[config.mk]
export PLATFORM = sky130hd
export DESIGN_NAME = tbase_unit
export DESIGN_NICKNAME = d
export VERILOG_FILES = /design/src/rtl/tbase_pkg.sv /design/src/rtl/tbase_regs.sv /design/src/rtl/tbase_fsm.sv /design/src/rtl/tbase_samp.sv /design/src/rtl/tbase_unit.sv
export SDC_FILE = /design/constraint.sdc
export NUM_CORES = 1
export LEC_CHECK = 0
export CAP_MARGIN = 25
export CORE_AREA = 2 2 134 136
export CTS_CLUSTER_DIAMETER = 30
export DETAILED_ROUTE_END_ITERATION = 10
export DIE_AREA = 0 0 136 138
export DONT_BUFFER_PORTS = 1
export GPL_TIMING_DRIVEN = 0
export PLACE_DENSITY = 0.48
export SETUP_SLACK_MARGIN = 0.15
export SLEW_MARGIN = 20
export SYNTH_ARGS = -nofsm -noshare
export SYNTH_HDL_FRONTEND = slang
export SYNTH_HIERARCHICAL = 1
export SYNTH_SLANG_ARGS = --single-unit
[constraint.sdc]
create_clock -name clk -period 6.8 [get_ports clk]
set_clock_uncertainty 0.2 [all_clocks]
set_input_delay 0.34 -clock clk [delete_from_list [all_inputs] [get_ports clk]]
set_output_delay 0.34 -clock clk [all_outputs]
set_load 0.01 [all_outputs]
[src/rtl/tbase_pkg.sv]
package tbase_pkg;
    localparam int CTL_W = 10;
    localparam int DIV_W = 2;

    typedef enum logic {
        PH_RISE = 1'b0,
        PH_FALL = 1'b1
    } phase_t;

    // Field order follows the bit positions of the control word (MSB first).
    typedef struct packed {
        logic [1:0] div;
        logic       shd;
        logic [1:0] aln;
        logic       dir;
        logic       one;
        logic       usrc;
        logic       udis;
        logic       en;
    } ctl_t;
endpackage

[src/rtl/tbase_regs.sv]
module tbase_regs
    import tbase_pkg::*;
#(
    parameter int CNT_W = 16
) (
    input  logic             clk,
    input  logic             rst_n,
    input  logic             wr,
    input  logic             sel,
    input  logic [CNT_W-1:0] wdata,
    input  logic             evt_nx,
    output ctl_t             ctl,
    output logic [CNT_W-1:0] arr_buf,
    output logic [CNT_W-1:0] arr_eff
);
    logic [CNT_W-1:0] arr_act;
    ctl_t             ctl_new;

    always_comb begin
        ctl_new = ctl_t'(wdata[CTL_W-1:0]);
        if (ctl_new.aln != 2'b00) ctl_new.dir = ctl.dir;
    end

    always_ff @(posedge clk) begin
        if (!rst_n) begin
            ctl     <= '0;
            arr_buf <= '0;
            arr_act <= '0;
        end else begin
            if (wr && !sel)              ctl    <= ctl_new;
            else if (evt_nx && ctl.one)  ctl.en <= 1'b0;
            if (wr && sel)               arr_buf <= wdata;
            if (evt_nx)                  arr_act <= arr_buf;
        end
    end

    assign arr_eff = ctl.shd ? arr_act : arr_buf;
endmodule

[src/rtl/tbase_fsm.sv]
module tbase_fsm
    import tbase_pkg::*;
#(
    parameter int CNT_W = 16
) (
    input  logic             clk,
    input  logic             rst_n,
    input  logic             tick,
    input  logic             en,
    input  logic             udis,
    input  logic             dir,
    input  logic [1:0]       aln,
    input  logic [CNT_W-1:0] arr_eff,
    input  logic [CNT_W-1:0] arr_buf,
    input  logic             force_req,
    output logic [CNT_W-1:0] cnt,
    output logic             down,
    output logic             ctr_evt,
    output logic             go
);
    localparam logic [CNT_W:0]   ONE_X = 1;
    localparam logic [CNT_W-1:0] ONE_N = 1;

    phase_t           phase_q, phase_d;
    logic             center, step, up_hit, dn_hit;
    logic [CNT_W:0]   cnt_inc;
    logic [CNT_W-1:0] reload;

    assign center  = (aln != 2'b00);
    assign step    = en & tick;
    assign go      = force_req & ~udis;
    assign down    = center ? (phase_q == PH_FALL) : dir;
    assign cnt_inc = {1'b0, cnt} + ONE_X;
    assign up_hit  = center ? (cnt_inc >= {1'b0, arr_eff}) : (cnt >= arr_eff);
    assign dn_hit  = center ? (cnt <= ONE_N) : (cnt == '0);
    assign ctr_evt = step & ~go & (down ? dn_hit : up_hit);
    assign reload  = udis ? arr_eff : arr_buf;

    // state register
    always_ff @(posedge clk) begin
        if (!rst_n) phase_q <= PH_RISE;
        else        phase_q <= phase_d;
    end

    // next state
    always_comb begin
        phase_d = phase_q;
        if (!center) begin
            phase_d = dir ? PH_FALL : PH_RISE;
        end else if (step && !go) begin
            unique case (phase_q)
                PH_RISE: if (up_hit) phase_d = PH_FALL;
                PH_FALL: if (dn_hit) phase_d = PH_RISE;
            endcase
        end
    end

    // counter datapath
    always_ff @(posedge clk) begin
        if (!rst_n) begin
            cnt <= '0;
        end else if (go) begin
            cnt <= down ? arr_buf : '0;
        end else if (step) begin
            if (!down)       cnt <= (up_hit && !center) ? '0 : cnt_inc[CNT_W-1:0];
            else if (dn_hit) cnt <= center ? '0 : reload;
            else             cnt <= cnt - ONE_N;
        end
    end
endmodule

[src/rtl/tbase_samp.sv]
module tbase_samp
    import tbase_pkg::*;
(
    input  logic             clk,
    input  logic             rst_n,
    input  logic [DIV_W-1:0] code,
    output logic             samp_en
);
    logic [DIV_W-1:0] dcnt, mask;

    always_comb begin
        unique case (code)
            2'd1:    mask = 2'b01;
            2'd2:    mask = 2'b11;
            default: mask = 2'b00;
        endcase
    end

    always_ff @(posedge clk) begin
        if (!rst_n) dcnt <= '0;
        else        dcnt <= dcnt + 2'd1;
    end

    assign samp_en = ((dcnt & mask) == '0);
endmodule

[src/rtl/tbase_unit.sv]
module tbase_unit
    import tbase_pkg::*;
#(
    parameter int CNT_W = 16
) (
    input  logic             clk,
    input  logic             rst_n,
    input  logic             tick,
    input  logic             reg_wr,
    input  logic             reg_sel,
    input  logic [CNT_W-1:0] reg_wdata,
    output logic [CNT_W-1:0] reg_rdata,
    input  logic             sw_upd,
    input  logic             ext_upd,
    output logic [CNT_W-1:0] count_o,
    output logic             upd_evt,
    output logic             upd_req,
    output logic             dir_o,
    output logic             cmp_ok,
    output logic             samp_en
);
    ctl_t             ctl, ctl_rd;
    logic [CNT_W-1:0] arr_buf, arr_eff;
    logic             down, ctr_evt, go, evt_nx, req_nx, force_req;

    assign force_req = sw_upd | ext_upd;
    assign evt_nx    = ~ctl.udis & (ctr_evt | force_req);
    assign req_nx    = evt_nx & (~ctl.usrc | ctr_evt);

    tbase_regs #(.CNT_W(CNT_W)) i_regs (
        .clk(clk), .rst_n(rst_n), .wr(reg_wr), .sel(reg_sel), .wdata(reg_wdata),
        .evt_nx(evt_nx), .ctl(ctl), .arr_buf(arr_buf), .arr_eff(arr_eff)
    );

    tbase_fsm #(.CNT_W(CNT_W)) i_fsm (
        .clk(clk), .rst_n(rst_n), .tick(tick), .en(ctl.en), .udis(ctl.udis),
        .dir(ctl.dir), .aln(ctl.aln), .arr_eff(arr_eff), .arr_buf(arr_buf),
        .force_req(force_req), .cnt(count_o), .down(down), .ctr_evt(ctr_evt), .go(go)
    );

    tbase_samp i_samp (.clk(clk), .rst_n(rst_n), .code(ctl.div), .samp_en(samp_en));

    always_ff @(posedge clk) begin
        if (!rst_n) begin
            upd_evt <= 1'b0;
            upd_req <= 1'b0;
        end else begin
            upd_evt <= evt_nx;
            upd_req <= req_nx;
        end
    end

    always_comb begin
        ctl_rd     = ctl;
        ctl_rd.dir = down;
        unique case (ctl.aln)
            2'd1:    cmp_ok = down;
            2'd2:    cmp_ok = ~down;
            default: cmp_ok = 1'b1;
        endcase
    end

    assign dir_o     = down;
    assign reg_rdata = reg_sel ? arr_buf : {{(CNT_W-CTL_W){1'b0}}, ctl_rd};
endmodule

-- Yosys cells after proc, flatten, opt, wreduce, memory -nomap -nowiden
Index checks and enable logic that the tools add are counted.
W data, S select, Z words.
- flip-flop bits (word level): 63
- input port bits: 23
- output and inout bits: 37
- logic and storage cells: 81
- $add $sub $neg: 3
- $lt $le $gt $ge: 3
- eq/ne operators: 5
- muxes and demuxes: 24
- bitwise operators: 16
- reduce and logical (&&, ||, !) cells: 15
- operator list (cell ; number):
    $mux W16 ; 10
    $add A16 B1 Y17 const B ; 1
    $ge A17 B16 Y1 ; 1
    $ge A16 B16 Y1 ; 1
    $le A16 B1 Y1 const B ; 1
    $logic_not A16 Y1 ; 1
    $sub A16 B1 Y16 const B ; 1
    $mux W1 ; 11
    $reduce_bool A2 Y1 ; 4
    $and A1 B1 Y1 ; 6
    $not A1 Y1 ; 6
    $logic_and A1 B1 Y1 ; 5
    $eq A2 B1 Y1 const B ; 2
    $eq A2 B2 Y1 const B ; 2
    $pmux W1 S2 ; 2
    $pmux W2 S2 ; 1
    $logic_not A1 Y1 ; 3
    $or A1 B1 Y1 ; 3
    $add A2 B1 Y2 const B ; 1
    $and A2 B2 Y2 ; 1
    $logic_not A2 Y1 ; 1
    $ne A2 B2 Y1 const B ; 1
    $reduce_and A2 Y1 ; 1

-- Logic depth before layout (Yosys ltp)
Gate-level depths: netlist of run 1.
- depth in word-level cells: 10
- gate-level depth with buffers: 19

-- Cells and area by module
The synthesis of run 1 kept the hierarchy.
- modules (own cells, without submodules) (module ; times used ; cells an instance ; area an instance (um2) ; sequential area each (um2)):
    tbase_fsm ; 1 ; 385 ; 2874.0 ; 340.3
    tbase_regs ; 1 ; 186 ; 1793.0 ; 840.8
    tbase_unit ; 1 ; 35 ; 321.6 ; 40.0
    tbase_samp ; 1 ; 9 ; 91.3 ; 40.0

-- Worst setup path before layout of run 1
OpenSTA, ideal clock, no wires.
- path type: reg2reg
- start: reg i_fsm.cnt[4]
- end: reg i_regs.arr_act[10]
- setup time: 0.116 ns
- data arrival time: 3.540 ns
- data required time: 6.484 ns
- slack: 2.944 ns
- stages on the path, launching flop included: 19
- path buffers: 3
- clock period less this slack: 3.856 ns
- cells stage by stage: dfxtp_1 -> buf_2 -> and4_2 -> nand3_1 -> nor3_1 -> xor2_1 -> ha_1 -> nand4_1 -> nor4_1 -> a21boi_0 -> o311a_1 -> a21oi_1 -> a221oi_1 -> nor3_1 -> nor2_1 -> buf_4 -> buf_6 -> mux2i_1 -> nor2b_1
- longest elaborated chain between the ends: 7
- elaborated cells on any way between the ends: 11
- those cells by class: add/sub (1); order compare (3); mux (3); bitwise (3); reduce/logical (1)
- ends and longest elaborated chain (element ; RTL line ; RTL):
    start: declaration ; tbase_fsm.sv:16 ; output logic [CNT_W-1:0] cnt,
    start signal: assignment ; tbase_fsm.sv:63 ; cnt <= down ? arr_buf : '0;
    start signal: assignment ; tbase_fsm.sv:65 ; if (!down) cnt <= (up_hit && !center) ? '0 : cnt_inc[CNT_W-1:0];
    start signal: assignment ; tbase_fsm.sv:66 ; else if (dn_hit) cnt <= center ? '0 : reload;
    $add A16 B1 Y17 ; tbase_fsm.sv:33 ; assign cnt_inc = {1'b0, cnt} + ONE_X;
    $ge A17 B16 Y1 ; tbase_fsm.sv:34 ; assign up_hit = center ? (cnt_inc >= {1'b0, arr_eff}) : (cnt >= arr_eff);
    $mux W1 ; tbase_fsm.sv:34 ;
    $mux W1 (*) ; tbase_fsm.sv:36 ; assign ctr_evt = step & ~go & (down ? dn_hit : up_hit);
    $and A1 B1 Y1 (*) ; tbase_fsm.sv:36 ;
    via ctr_evt ; tbase_unit.sv:24 ; logic down, ctr_evt, go, evt_nx, req_nx, force_req;
    $or A1 B1 Y1 (*) ; tbase_unit.sv:27 ; assign evt_nx = ~ctl.udis & (ctr_evt | force_req);
    $and A1 B1 Y1 (*) ; tbase_unit.sv:27 ;
    via evt_nx ; tbase_unit.sv:24 ;
    end signal: assignment ; tbase_regs.sv:33 ; if (evt_nx) arr_act <= arr_buf;
    end: declaration ; tbase_regs.sv:16 ; logic [CNT_W-1:0] arr_act;
The timed path passes the listed nets; every way through them passes the cells marked *.
A chain may end at the register's enable or synchronous reset.

-- Final worst setup path of run 1
- start: reg i_fsm.cnt[6]
- end: reg i_regs.arr_act[10]
The elaborated chain is that of the path after synthesis.

==> results of run 1 <==
worst max-delay path by stage:
| stage | start | endpoint | slack (ns) | depth (start not counted) |
|---|---|---|---|---|
| floorplan | i_fsm/cnt[4] | i_regs/arr_act[10] | 2.94 | 18 |
| global placement | i_fsm/cnt[5] | i_regs/arr_act[11] | 2.04 | 17 |
| detailed placement | i_fsm/cnt[5] | i_regs/arr_act[10] | 1.94 | 17 |
| CTS | i_fsm/cnt[5] | i_regs/arr_act[10] | 1.95 | 17 |
| global route | i_fsm/cnt[0] | i_regs/arr_act[9] | 1.54 | 18 |
| finish | i_fsm/cnt[6] | i_regs/arr_act[10] | 1.93 | 18 |
cell usage in the layout (no fill, tap or decap), types with 6 or more instances in the layout:
master	instances
a21boi_1	10
xnor2_1	14
a31oi_1	6
a21oi_1	26
and2_1	10
o21ai_0	24
nor3_1	11
clkbuf_16	9
nand3_1	15
o211ai_1	9
xor2_1	12
inv_1	27
ha_1	38
dlygate4sd3_1	20
nand4_1	15
buf_2	10
nor2_1	27
mux2i_1	24
dfxtp_1	63
clkbuf_1	19
mux2_4	8
mux2_2	23
a21boi_0	16
buf_6	9
a211oi_1	6
nand2_1	82
nor2b_1	19
flip-flops by register name (all words and copies together), names as in the netlist:
signal,count
i_fsm/cnt,16
upd_evt,1
i_regs/arr_buf,16
i_samp/dcnt,2
i_fsm/phase_q,1
i_regs/ctl,10
upd_req,1
i_regs/arr_act,16
layout make-up:
cell class | instances | share of cell area (%)
Timing Repair Buffer | 20 | 3.41
Buffer | 46 | 4.50
Clock inverter | 7 | 1.36
Multi-Input combinational cell | 479 | 58.8
Clock buffer | 9 | 3.84
Inverter | 27 | 1.73
Sequential cell | 63 | 21.5
Tap cell | 229 | 4.88
report_power, final:
part	total [mW]	switching [mW]	internal (mW)	leakage [nW]
clock	0.482	0.194	0.288	0.143
combinational	0.311	0.187	0.124	1.69
sequential	0.411	0.0246	0.386	0.514
total	1.20	0.406	0.798	2.35
per-layer routing:
| metal | GRT usage [%] | vias up | share of wire (%) |
|---|---|---|---|
| li1 | - | 2290 | - |
| met1 | 25.8 | 2259 | 47 |
| met2 | 28.7 | 207 | 45 |
| met3 | 3.41 | 24 | 6.4 |
| met4 | 5.26 | 0 | 1.7 |
| met5 | 0 | - | 0 |
logic make-up after synthesis:
group	after synthesis	share of synthesized area, %
AOI/OAI and AO/OA	152	21.3
xor gates and xnor gates	26	4.48
adders and majority gates	38	9.36
buffers and inverters	73	7.19
DFF	63	24.8
muxes	55	12.2
and+or+nand+nor	208	20.7
critical path: cells and delay by family, from the launching register on:
| family | cells | cell delay [ns] |
|---|---|---|
| muxes | 1 | 0.21 |
| AOI/OAI and AO/OA | 4 | 1.12 |
| and+or+nand+nor | 8 | 1.56 |
| adders and majority gates | 1 | 0.33 |
| DFF | 1 | 0.43 |
| xor gates and xnor gates | 1 | 0.14 |
| buffers and inverters | 3 | 0.75 |
stage by stage:
| stage | setup WS (ns) | instance area [um2] | hold WS, ns | instances |
|---|---|---|---|---|
| finish | 1.93 | 5870 | 0.0873 | 880 |
| floorplan | 2.94 | 5080 | 0.240 | 615 |
| global placement | 2.04 | 5370 | 0.242 | 844 |
| detailed placement | 1.94 | 5370 | 0.249 | 844 |
| CTS | 1.95 | 5870 | 0.0892 | 880 |
| global route | 1.54 | 5870 | 0.120 | 880 |
==> impl_metrics.env, run 1 <==
export IMPL_syn2layout_area_growth_pct=15.6
export IMPL_dieArea_um2=18800
export IMPL_reg2regPathDepth=18
export IMPL_r2r_end="i_regs/arr_act[10]"
export IMPL_avgSynthCellArea_um2=8.26
export IMPL_slew_limit_headroom_pct=60.1
export IMPL_critical_path_class="reg2reg"
export IMPL_slowest_delay_ns=0.59
export IMPL_track_usage_pct=18.4
export IMPL_dr_pass1_iters=5
export IMPL_tritoncts="yes"
export IMPL_maxSlewViolCount=0
export IMPL_cp_arrival_ns=4.90
export IMPL_synth_area_um2=5080
export IMPL_yosys_warnings=6
export IMPL_dr_first_iter_drc_count=282
export IMPL_dieWidth_um=136
export IMPL_cp_start_kind="flop"
export IMPL_grt_pass1_vias=4733
export IMPL_place_port_buffers=0
export IMPL_cts_root_buf="clkbuf_16"
export IMPL_cts_setup_buffers=0
export IMPL_hp_start="ext_upd"
export IMPL_gp_congestion=0.903
export IMPL_multi_input_area_um2=3450
export IMPL_synthCells=615
export IMPL_die_h_um=138
export IMPL_fmax_mhz=205
export IMPL_dp_hpwl_um=13300
export IMPL_final_nets=707
export IMPL_worst_ep_required_time_ns=6.83
export IMPL_finalSetupTns_ns=0
export IMPL_routedWlPerCell_um=19.5
export IMPL_end_kind="flop"
export IMPL_yosysMostFrequentCell="nand2_1"
export IMPL_netlist_area_leader_share_pct=24.8
export IMPL_core_um2=17500
export IMPL_synth_common_cells="82 x nand2_1, 63 x dfxtp_1, 38 x ha_1"
export IMPL_antenna_found_initial=0
export IMPL_max_slew_worst_pin_slew_ns=0.598
export IMPL_ys_seq_area_share_pct=24.8
export IMPL_hold_path_class="in2reg"
export IMPL_fin_crit_ns=4.87
export IMPL_cts_resized=0
export IMPL_wirelength_um=17200
export IMPL_grt_pass1_wl_um=26900
export IMPL_synthArstFlopShare_pct=0
export IMPL_setup_viol=0
export IMPL_hold_depth=2
export IMPL_antenna_cells=0
export IMPL_seq_area_um2=1260
export IMPL_ys_types=70
export IMPL_status="finished clean"
export IMPL_via_per_inst=5.43
export IMPL_ant_nets=0
export IMPL_fill_cells=1880
export IMPL_hold_viol=0
export IMPL_rr_startpoint="i_fsm/cnt[6]"
export IMPL_r2r_slack_ns=1.93
export IMPL_crit_path_top_delay_cell="a221oi_1"
export IMPL_drc_errors=0
export IMPL_via_count=4780
export IMPL_synth_seq_cells=63
export IMPL_finalCritPeriodShare_pct=71.6
export IMPL_clk_latency_ns=0.34
export IMPL_cts_hold_buf=20
export IMPL_drive_gt1_share_pct=13.5
export IMPL_synthTopCellsByArea="dfxtp_1 25%, ha_1 9.4%, nand2_1 6.1%"
export IMPL_syn_num_nets=676
export IMPL_yosysTopAreaCell="dfxtp_1"
export IMPL_leakagePower_nw=2.35
export IMPL_hold_path_end="upd_req"
export IMPL_postLayoutCoreUtil_pct=33.5
export IMPL_clock_path_buffers=2
export IMPL_path_cells="clkbuf_1 > and2_1 > nand3_1 > nor3_1 > xor2_1 > ha_1 > nand4_1 > nor4_1 > a21boi_0 > o311a_1 > a21oi_1 > a221oi_1 > nor3_1 > nor2_1 > buf_4 > buf_6 > mux2i_1 > nor2b_1"
export IMPL_p_per_area_nw_per_um2=205
export IMPL_synth_flop_cell="dfxtp_1"
export IMPL_num_rows=49
export IMPL_overflow=0
export IMPL_ir_worst_vdd_mv=0.107
export IMPL_ctsHtreeMaxLevel=3
export IMPL_drv_cap=0
export IMPL_cpMostUsedCell="nor3_1"
export IMPL_start_util_pct=29.0
export IMPL_power_mw=1.20
export IMPL_io_pins=60
export IMPL_grt_setup_unrepaired="no"
export IMPL_grt_max_degree=14
export IMPL_cts_buffers=9
export IMPL_synth_edff_count=0
export IMPL_path_clk_slew_ns=0.06
export IMPL_cts_sinks=63
export IMPL_crit_fanout=10
(Power assumes the default switching activity.)
==> run 2, diff against run 1 <==
--- a/config.mk
+++ b/config.mk
@@ -5,14 +5,15 @@
 export SDC_FILE = /design/constraint.sdc
 export NUM_CORES = 1
 export LEC_CHECK = 0
+export ABC_AREA = 1
 export CAP_MARGIN = 25
-export CORE_AREA = 2 2 134 136
+export CORE_AREA = 2 2 137 139
 export CTS_CLUSTER_DIAMETER = 30
 export DETAILED_ROUTE_END_ITERATION = 10
-export DIE_AREA = 0 0 136 138
+export DIE_AREA = 0 0 139 141
 export DONT_BUFFER_PORTS = 1
 export GPL_TIMING_DRIVEN = 0
-export PLACE_DENSITY = 0.48
+export PLACE_DENSITY = 0.49
 export SETUP_SLACK_MARGIN = 0.15
 export SLEW_MARGIN = 20
 export SYNTH_ARGS = -nofsm -noshare
==> constraint.sdc (replaced) <==
create_clock -name clk -period 4.32 [get_ports clk]
set_clock_uncertainty 0.2 [all_clocks]
set_input_delay 0.216 -clock clk [delete_from_list [all_inputs] [get_ports clk]]
set_output_delay 0.216 -clock clk [all_outputs]
set_load 0.01 [all_outputs]
==> run 2 against run 1 <==
Compared with the run above:
- sequential power rose by 68%
- setup slack worse by 1.5 ns
- synthesized cell count grew 38%
- critical path depth increased by 4
==> impl_metrics.env, run 2 <==
export IMPL_status="finished clean"
export IMPL_synthCells=848
export IMPL_yosys_area_share_simple_pct=29.5
export IMPL_power_mw=2.11
export IMPL_antenna_found_initial=0
export IMPL_avgSynthCellArea_um2=6.26
export IMPL_p_per_area_nw_per_um2=343
export IMPL_final_nets=941
export IMPL_hold_path_class="in2reg"
export IMPL_synth_mux_area_share_pct=0
export IMPL_place_ws_ns=-0.192
export IMPL_multi_input_area_um2=3310
export IMPL_wirelength_um=18200
export IMPL_worst_ep_required_time_ns=4.38
export IMPL_dr_first_iter_drc_count=336
export IMPL_holdWs_ns=0.0107
export IMPL_tritoncts="yes"
export IMPL_synth_compound_area_share_pct=20.7
export IMPL_via_per_inst=4.81
export IMPL_fill_cells=2092
export IMPL_hold_viol=0
export IMPL_overflow=0
export IMPL_core_um2=18300
export IMPL_ant_nets=0
export IMPL_synth_area_um2=5310
export IMPL_yosysTopAreaCell="dfxtp_1"
export IMPL_syn_num_nets=909
export IMPL_fmax_mhz=258
export IMPL_drv_cap=0
export IMPL_ir_worst_vdd_mv=0.181
export IMPL_num_rows=50
export IMPL_dp_hpwl_um=14200
export IMPL_synth_seq_cells=63
export IMPL_ys_types=41
export IMPL_cts_sinks=63
export IMPL_final_common_cell="nand2_1"
export IMPL_largestRegisters="i_fsm/cnt (16), i_regs/arr_act (16), i_regs/arr_buf (16)"
export IMPL_yosys_warnings=6
export IMPL_start_util_pct=29.1
export IMPL_drive_gt1_share_pct=11.7
export IMPL_setup_viol=0
export IMPL_syn2layout_area_growth_pct=16.0
export IMPL_critical_path_class="reg2reg"
export IMPL_drc_errors=0
export IMPL_final_area_um2=6160
export IMPL_path_clk_slew_ns=0.05
export IMPL_fin_crit_ns=3.87
export IMPL_track_usage_pct=18.4
export IMPL_max_slew_worst_pin_slew_ns=0.759
export IMPL_synth_top_family_by_area="simple AND/OR/NAND/NOR gates"
export IMPL_grt_max_degree=13
export IMPL_synthArstFlopShare_pct=0
export IMPL_end_kind="flop"
export IMPL_routedWlPerCell_um=16.3
export IMPL_cts_buffers=9
export IMPL_synthAdderAreaFrac_pct=8.95
export IMPL_clk_latency_ns=0.33
export IMPL_cp_start_kind="flop"
export IMPL_netlist_area_leader_share_pct=23.7
export IMPL_synth_edff_count=0
export IMPL_via_count=5374
export IMPL_grt_pass1_wl_um=28300
export IMPL_synth_xor_area_share_pct=2.47
export IMPL_leakagePower_nw=2.86
export IMPL_synth_flop_cell="dfxtp_1"
export IMPL_dp_cells=1082
export IMPL_dr_pass1_iters=5
export IMPL_dieArea_um2=19600
export IMPL_setup_slack_ns=0.446
export IMPL_maxSlewViolCount=0
export IMPL_layout_common_cells="199 x nand2_1, 128 x inv_1, 79 x o21ai_0"
export IMPL_instances_no_fill=1118
export IMPL_seq_area_um2=1270
export IMPL_synth_common_cells="199 x nand2_1, 128 x inv_1, 79 x o21ai_0"
export IMPL_grt_pass1_vias=5071
export IMPL_dieWidth_um=139
export IMPL_clock_path_buffers=2
export IMPL_grt_setup_unrepaired="no"
export IMPL_crit_fanout=10
export IMPL_gp_congestion=0.854
export IMPL_cts_root_buf="clkbuf_16"
export IMPL_cp_arrival_ns=3.93
export IMPL_ctsHtreeMaxLevel=3
export IMPL_antenna_cells=0
export IMPL_ys_seq_area_share_pct=23.7
export IMPL_die_h_um=141
export IMPL_io_pins=60
export IMPL_synthTopCellsByArea="dfxtp_1 24%, nand2_1 14%, inv_1 9.0%"
export IMPL_dpl_cell_area_um2=5610
export IMPL_yosysMostFrequentCell="nand2_1"
export IMPL_finalCritPeriodShare_pct=89.7
export IMPL_slew_limit_headroom_pct=48.9
export IMPL_place_port_buffers=0
## run 2: cell count changes in the layout (fill, tap and decap cells not counted), moves of 19 or more
cell and delta:
a21oi_1 +47, inv_1 +101, mux2_2 -23, mux2i_1 -24, nand2_1 +117, nand3_1 +36, nor2_1 +37, nor2b_1 -19
o21ai_0 +55, o21ai_1 +25
## run 2: worst paths after layout
kind                  startpoint           endpoint  slack (ns)  depth (start not counted)
setup / recovery    i_fsm/cnt[3]  i_regs/arr_act[2]        0.45                         22
hold / removal           reg_sel  i_regs/arr_buf[7]        0.01                          3
setup reg to reg    i_fsm/cnt[3]  i_regs/arr_act[2]        0.45                         22
hold reg to reg   i_samp/dcnt[0]     i_samp/dcnt[0]        0.26                          1
## run 2: area by class of cell
class,count,area share [%]
Buffer,37,4.37
Clock buffer,12,4.16
Clock inverter,3,0.690
Inverter,136,8.29
Multi-Input combinational cell,612,53.7
Sequential cell,63,20.7
Tap cell,234,4.75
Timing Repair Buffer,21,3.37
## run 2: through the flow
| stage | util [%] | TNS (ns) |
|---|---|---|
| floorplan | - | 0 |
| global placement | 30.7 | -3.40 |
| detailed placement | 30.7 | -2.87 |
| CTS | 33.5 | 0 |
| global route | 33.7 | 0 |
| finish | 33.7 | 0 |
## run 2: timing repair
action | in CTS | in global routing
setup buffers | 0 | 1
setup endpoints to repair | 17 | 17
hold buffers | 20 | 0
pin swaps | 0 | 2
hold endpoints to repair | 35 | 0
gates resized for setup | 5 | 11
## run 2: cells by family (layout without fill, tap and decap cells)
logic type,after synthesis,after routing
buffers and inverters,173,209
and+or+nand+nor,356,356
AOI/OAI and AO/OA,203,203
xor gates and xnor gates,15,15
adders and majority gates,38,38
DFF,63,63
## run 2: routing by layer
| layer | wire length, um | global-route usage, % | part of all wire, % |
|---|---|---|---|
| met1 | 8540 | 24.5 | 47 |
| met2 | 8550 | 31.4 | 47 |
| met3 | 843 | 3.02 | 4.6 |
| met4 | 240 | 4.52 | 1.3 |
| met5 | 0 | 0 | 0 |
## run 2: critical path: stages (launching register included)
cell and delay [ns]:
dfxtp_1 0.45, buf_6 0.20, nand3_2 0.16, nor2_4 0.17, nand3_2 0.13, nor2_1 0.12
nor2_1 0.05, nor2_1 0.16, inv_1 0.07, ha_1 0.32, nand3_1 0.08, nor2_1 0.17
nand4_1 0.12, nand3_1 0.08, nor2_1 0.05, nand2_1 0.14, nand2_1 0.11, a31oi_2 0.22
inv_1 0.12, a21oi_4 0.23, buf_4 0.23, o21ai_1 0.09, a21oi_1 0.12
## run 2: where the power goes
part | internal (mW) | leakage, nW | switching [mW]
logic | 0.235 | 2.19 | 0.443
registers | 0.626 | 0.522 | 0.0631
clock network | 0.474 | 0.145 | 0.269
